[src/rtl/xirq_pkg.sv]
package xirq_pkg;

    localparam int REG_W  = 8;
    localparam int B_PDIS = 6;
    localparam int B_POL  = 5;
    localparam int B_PEN  = 4;
    localparam int B_FLAG = 3;
    localparam int B_ACK  = 2;
    localparam int B_IE   = 1;
    localparam int B_MODE = 0;

    typedef enum logic {
        SENSE_EDGE       = 1'b0,
        SENSE_EDGE_LEVEL = 1'b1
    } sense_e;

    typedef struct packed {
        logic   pull_dis;
        logic   pol;
        logic   pin_en;
        logic   ie;
        sense_e sense;
    } ctrl_t;

    localparam ctrl_t CTRL_RESET = '{pull_dis: 1'b0, pol: 1'b0, pin_en: 1'b0,
                                     ie: 1'b0, sense: SENSE_EDGE};

    function automatic ctrl_t unpack_ctrl(input logic [REG_W-1:0] d);
        ctrl_t c;
        c.pull_dis = d[B_PDIS];
        c.pol      = d[B_POL];
        c.pin_en   = d[B_PEN];
        c.ie       = d[B_IE];
        c.sense    = sense_e'(d[B_MODE]);
        return c;
    endfunction

    function automatic logic [REG_W-1:0] pack_status(input ctrl_t c, input logic flag);
        logic [REG_W-1:0] r;
        r         = '0;
        r[B_PDIS] = c.pull_dis;
        r[B_POL]  = c.pol;
        r[B_PEN]  = c.pin_en;
        r[B_FLAG] = flag;
        r[B_IE]   = c.ie;
        r[B_MODE] = c.sense;
        return r;
    endfunction

    function automatic logic is_active(input logic level, input logic pol);
        return level == pol;
    endfunction

endpackage

[src/rtl/xirq_sync.sv]
module xirq_sync #(
    parameter int STAGES = 2
) (
    input  logic clk,
    input  logic rst,
    input  logic d_async,
    output logic q_sync
);
    logic [STAGES-1:0] chain;

    always_ff @(posedge clk) begin
        if (rst) chain[0] <= 1'b0;
        else     chain[0] <= d_async;
    end

    generate
        for (genvar i = 1; i < STAGES; i++) begin : g_stage
            always_ff @(posedge clk) begin
                if (rst) chain[i] <= 1'b0;
                else     chain[i] <= chain[i-1];
            end
        end
    endgenerate

    assign q_sync = chain[STAGES-1];
endmodule

[src/rtl/xirq_detect.sv]
module xirq_detect
    import xirq_pkg::*;
(
    input  logic  clk,
    input  logic  rst,
    input  logic  pin_sync,
    input  ctrl_t ctrl,
    output logic  event_o
);
    logic prev_q;
    logic rise, fall, edge_hit, level_hit;

    always_ff @(posedge clk) begin
        if (rst) prev_q <= 1'b0;
        else     prev_q <= pin_sync;
    end

    always_comb begin
        rise      = pin_sync & ~prev_q;
        fall      = ~pin_sync & prev_q;
        edge_hit  = ctrl.pol ? rise : fall;
        level_hit = (ctrl.sense == SENSE_EDGE_LEVEL) && is_active(pin_sync, ctrl.pol);
        event_o   = ctrl.pin_en & (edge_hit | level_hit);
    end
endmodule

[src/rtl/xirq_regs.sv]
module xirq_regs
    import xirq_pkg::*;
#(
    parameter int              ADDR_W   = 8,
    parameter logic [ADDR_W-1:0] REG_ADDR = '0
) (
    input  logic              clk,
    input  logic              rst,
    input  logic [ADDR_W-1:0] reg_addr,
    input  logic              reg_wr,
    input  logic [REG_W-1:0]  reg_wdata,
    input  logic              event_i,
    output logic [REG_W-1:0]  reg_rdata,
    output ctrl_t             ctrl,
    output logic              flag,
    output logic              ack_pulse
);
    logic hit, wr_hit;

    always_comb begin
        hit       = (reg_addr == REG_ADDR);
        wr_hit    = hit & reg_wr;
        ack_pulse = wr_hit & reg_wdata[B_ACK];
        reg_rdata = hit ? pack_status(ctrl, flag) : '0;
    end

    always_ff @(posedge clk) begin
        if (rst)         ctrl <= CTRL_RESET;
        else if (wr_hit) ctrl <= unpack_ctrl(reg_wdata);
    end

    always_ff @(posedge clk) begin
        if (rst)            flag <= 1'b0;
        else if (event_i)   flag <= 1'b1;
        else if (ack_pulse) flag <= 1'b0;
    end
endmodule

[src/rtl/xirq_ctrl.sv]
module xirq_ctrl
    import xirq_pkg::*;
#(
    parameter int                ADDR_W      = 8,
    parameter logic [ADDR_W-1:0] REG_ADDR    = 8'h14,
    parameter int                SYNC_STAGES = 2
) (
    input  logic              clk,
    input  logic              rst,
    input  logic              pin_in,
    input  logic [ADDR_W-1:0] reg_addr,
    input  logic              reg_wr,
    input  logic [7:0]        reg_wdata,
    output logic [7:0]        reg_rdata,
    output logic              irq_req,
    output logic              pull_en,
    output logic              pull_down
);
    logic  pin_sync;
    logic  det_event;
    logic  flag;
    logic  ack_pulse;
    ctrl_t ctrl;

    xirq_sync #(.STAGES(SYNC_STAGES)) u_sync (
        .clk     (clk),
        .rst     (rst),
        .d_async (pin_in),
        .q_sync  (pin_sync)
    );

    xirq_detect u_detect (
        .clk      (clk),
        .rst      (rst),
        .pin_sync (pin_sync),
        .ctrl     (ctrl),
        .event_o  (det_event)
    );

    xirq_regs #(.ADDR_W(ADDR_W), .REG_ADDR(REG_ADDR)) u_regs (
        .clk       (clk),
        .rst       (rst),
        .reg_addr  (reg_addr),
        .reg_wr    (reg_wr),
        .reg_wdata (reg_wdata),
        .event_i   (det_event),
        .reg_rdata (reg_rdata),
        .ctrl      (ctrl),
        .flag      (flag),
        .ack_pulse (ack_pulse)
    );

    always_comb begin
        irq_req   = flag & ctrl.ie;
        pull_en   = ctrl.pin_en & ~ctrl.pull_dis;
        pull_down = pull_en & ctrl.pol;
    end
endmodule

[config.mk]
export PLATFORM = sky130hd
export DESIGN_NAME = xirq_ctrl
export DESIGN_NICKNAME = d
export VERILOG_FILES = /design/src/rtl/xirq_pkg.sv /design/src/rtl/xirq_sync.sv /design/src/rtl/xirq_detect.sv /design/src/rtl/xirq_regs.sv /design/src/rtl/xirq_ctrl.sv
export SDC_FILE = /design/constraint.sdc
export NUM_CORES = 1
export LEC_CHECK = 0
export ABC_CLOCK_PERIOD_IN_PS = 2000
export BUFFER_PORTS_ARGS = -buffer_cell sky130_fd_sc_hd__buf_2
export CORE_AREA = 2 2 39 41
export CTS_CLUSTER_DIAMETER = 150
export CTS_CLUSTER_SIZE = 16
export DETAILED_ROUTE_END_ITERATION = 8
export DIE_AREA = 0 0 41 43
export GPL_TIMING_DRIVEN = 0
export PLACE_DENSITY = 0.75
export REMOVE_ABC_BUFFERS = 1
export SKIP_LAST_GASP = 1
export SLEW_MARGIN = 20
export SYNTH_ARGS = -nofsm -noshare
export SYNTH_HDL_FRONTEND = slang
export SYNTH_HIERARCHICAL = 1
export SYNTH_SLANG_ARGS = --single-unit
[constraint.sdc]
create_clock -name clk -period 2 [get_ports clk]
set_input_delay 0.1 -clock clk [delete_from_list [all_inputs] [get_ports clk]]
set_output_delay 0.1 -clock clk [all_outputs]
set_load 0.005 [all_outputs]
==> impl_metrics.json <==
{
  "startpoint_type": "flip-flop",
  "synthCells": 52,
  "cts_buffers": 3,
  "drt-pass1-iter-count": 4,
  "grt_pass1_wl_mm": 1.44,
  "core_area_um2": 1380,
  "ios": 31,
  "yosys_warnings": 6,
  "peakVddDrop_v": 0.000243,
  "drc": 0,
  "cts_tree": "yes",
  "r2r_end": "u_regs/flag$_SDFFE_PP0P_",
  "hold_path.class": "in2reg",
  "min_from": "reg_wdata[2]",
  "hold_depth": 2,
  "std_cell_rows": 14,
  "critPathKind": "reg2reg",
  "status": "complete, no violations",
  "start_util_pct": 36.4,
  "power_density_nw_per_um2": 543,
  "first_global_vias": 386,
  "antenna_found_initial": 0,
  "maxCapViolCount": 0,
  "fin_setup_tns_ns": 0,
  "insertion_delay_ns": 0.25,
  "timing.final.crit_period_ns": 1.11,
  "die_x_um": 41,
  "clkTransAtPathRegs_ns": 0.06,
  "worst-r2r-setup-slack_ns": 0.89,
  "final.period_utilization_pct": 55.4,
  "place.gp.congestion": 0.623,
  "hpwlAfterDp_um": 729,
  "end_kind": "flip-flop",
  "antenna_left": 0,
  "htree_levels": 1,
  "first_iter_violations": 13,
  "grt_start_max_net_pins": 15,
  "reg2regPathDepth": 5,
  "port_buffers": 26,
  "syn_area_per_cell_um2": 9.70,
  "routed_wl_um": 967,
  "cts_sinks": 9,
  "diodes": 0,
  "grt_remaining_overflow": 0,
  "path_max_fanout": 4,
  "worstReg2RegStart": "u_regs/ctrl[0]$_SDFFE_PP0P_",
  "max_freq_mhz": 903,
  "vias": 448,
  "fin_skew_ns": 0.00103,
  "rsz0062_at_grt": "false",
  "fp.dieArea_um2": 1760,
  "fp.dieH_um": 43,
  "num-nets-final": 100,
  "postCtsSetupRepairBufs": 0,
  "area_delta_synth_final_pct": 29.8,
  "finalMaxSlewViolations": 0,
  "required_ns": 2.17,
  "hold_path_end": "u_regs/flag$_SDFFE_PP0P_",
  "setup_violations": 0,
  "cts_buffer_depth": 2,
  "instances_no_fill": 95,
  "cts_hold_buf": 0,
  "synth_area_um2": 504,
  "routedWlPerCell_um": 10.2,
  "hold_viol_final": 0,
  "dp_cells": 91,
  "via_per_inst": 4.72,
  "cts_resized": 0,
  "grt.total_usage_pct": 12.4,
  "drive_above_1_share_pct": 41.8,
  "cts-root-buf": "clkbuf_4",
  "p_leak_nw": 0.320,
  "arrival_ns": 1.27
}
[per-stage QoR]
step           power, W  hold WS, ns  setup slack, ns  utilization (%)  instance area (um^2)
2_1_floorplan  0.000200        0.172            0.959                -                   478
3_3_place_gp   0.000222        0.307            0.716             45.4                   628
3_5_place_dp   0.000223        0.316            0.696             45.4                   628
4_1_cts        0.000360       0.0448            0.874             47.3                   654
5_1_grt        0.000370       0.0590            0.795             47.3                   654
6_report       0.000355       0.0490            0.892             47.3                   654
[worst max-delay path: stages, from the launching register on]
cell	delay [ns]
dfxtp_1	0.36
nand2b_1	0.12
nand3_1	0.08
a21boi_1	0.17
nor2_1	0.06
a311oi_1	0.23
[cell type report]
class,instances,area [um^2]
Multi-Input combinational cell,39,294
Tap cell,16,20.0
Sequential cell,9,180
Timing Repair Buffer,26,130
Fill cell,146,729
Inverter,1,3.75
Clock buffer,4,26.3
[worst max path at each step]
stage / startpoint / endpoint / slack, ns / cells past startpoint
floorplan: reg_addr[1] / u_regs/ctrl[0]$_SDFFE_PP0P_ / 0.96 / 3
global placement: reg_addr[1] / u_regs/ctrl[1]$_SDFFE_PP0P_ / 0.72 / 4
detailed placement: reg_addr[1] / u_regs/ctrl[3]$_SDFFE_PP0P_ / 0.70 / 4
CTS: u_regs/ctrl[0]$_SDFFE_PP0P_ / u_regs/flag$_SDFFE_PP0P_ / 0.87 / 5
global route: u_regs/ctrl[0]$_SDFFE_PP0P_ / u_regs/flag$_SDFFE_PP0P_ / 0.79 / 5
finish: u_regs/ctrl[0]$_SDFFE_PP0P_ / u_regs/flag$_SDFFE_PP0P_ / 0.89 / 5
[cells in the final DEF (no fill, tap or decap), drive strengths merged]
cell     n
nand3    1
a21boi   1
nand2b  11
buf     26
clkbuf   4
and3     7
a311oi   1
and2     1
conb     2
nor2b    4
nor2     2
inv      1
mux2i    5
dfxtp    9
nor4b    2
and3b    1
o21ai    1
[routing by layer]
layer	track usage (%)	up-vias	part of all wire (%)
met5	0	-	0
met4	10.0	0	0
li1	-	225	-
met1	12.1	194	42
met2	20.3	29	46
met3	3.14	0	11
[sequential cells by signal (all words and copies together) (netlist names)]
name,flops
u_detect/prev_q,1
u_sync/chain,1
u_regs/ctrl,5
u_regs/flag,1
u_sync/q_sync,1
[power breakdown]
part | total (W) | switching (W) | internal [W]
Combinational | 0.0000360 | 0.0000149 | 0.0000211
Clock | 0.000136 | 0.0000598 | 0.0000766
Sequential | 0.000183 | 0.00000131 | 0.000182
Total | 0.000355 | 0.0000759 | 0.000280
Power figures use the tool's default switching activity.
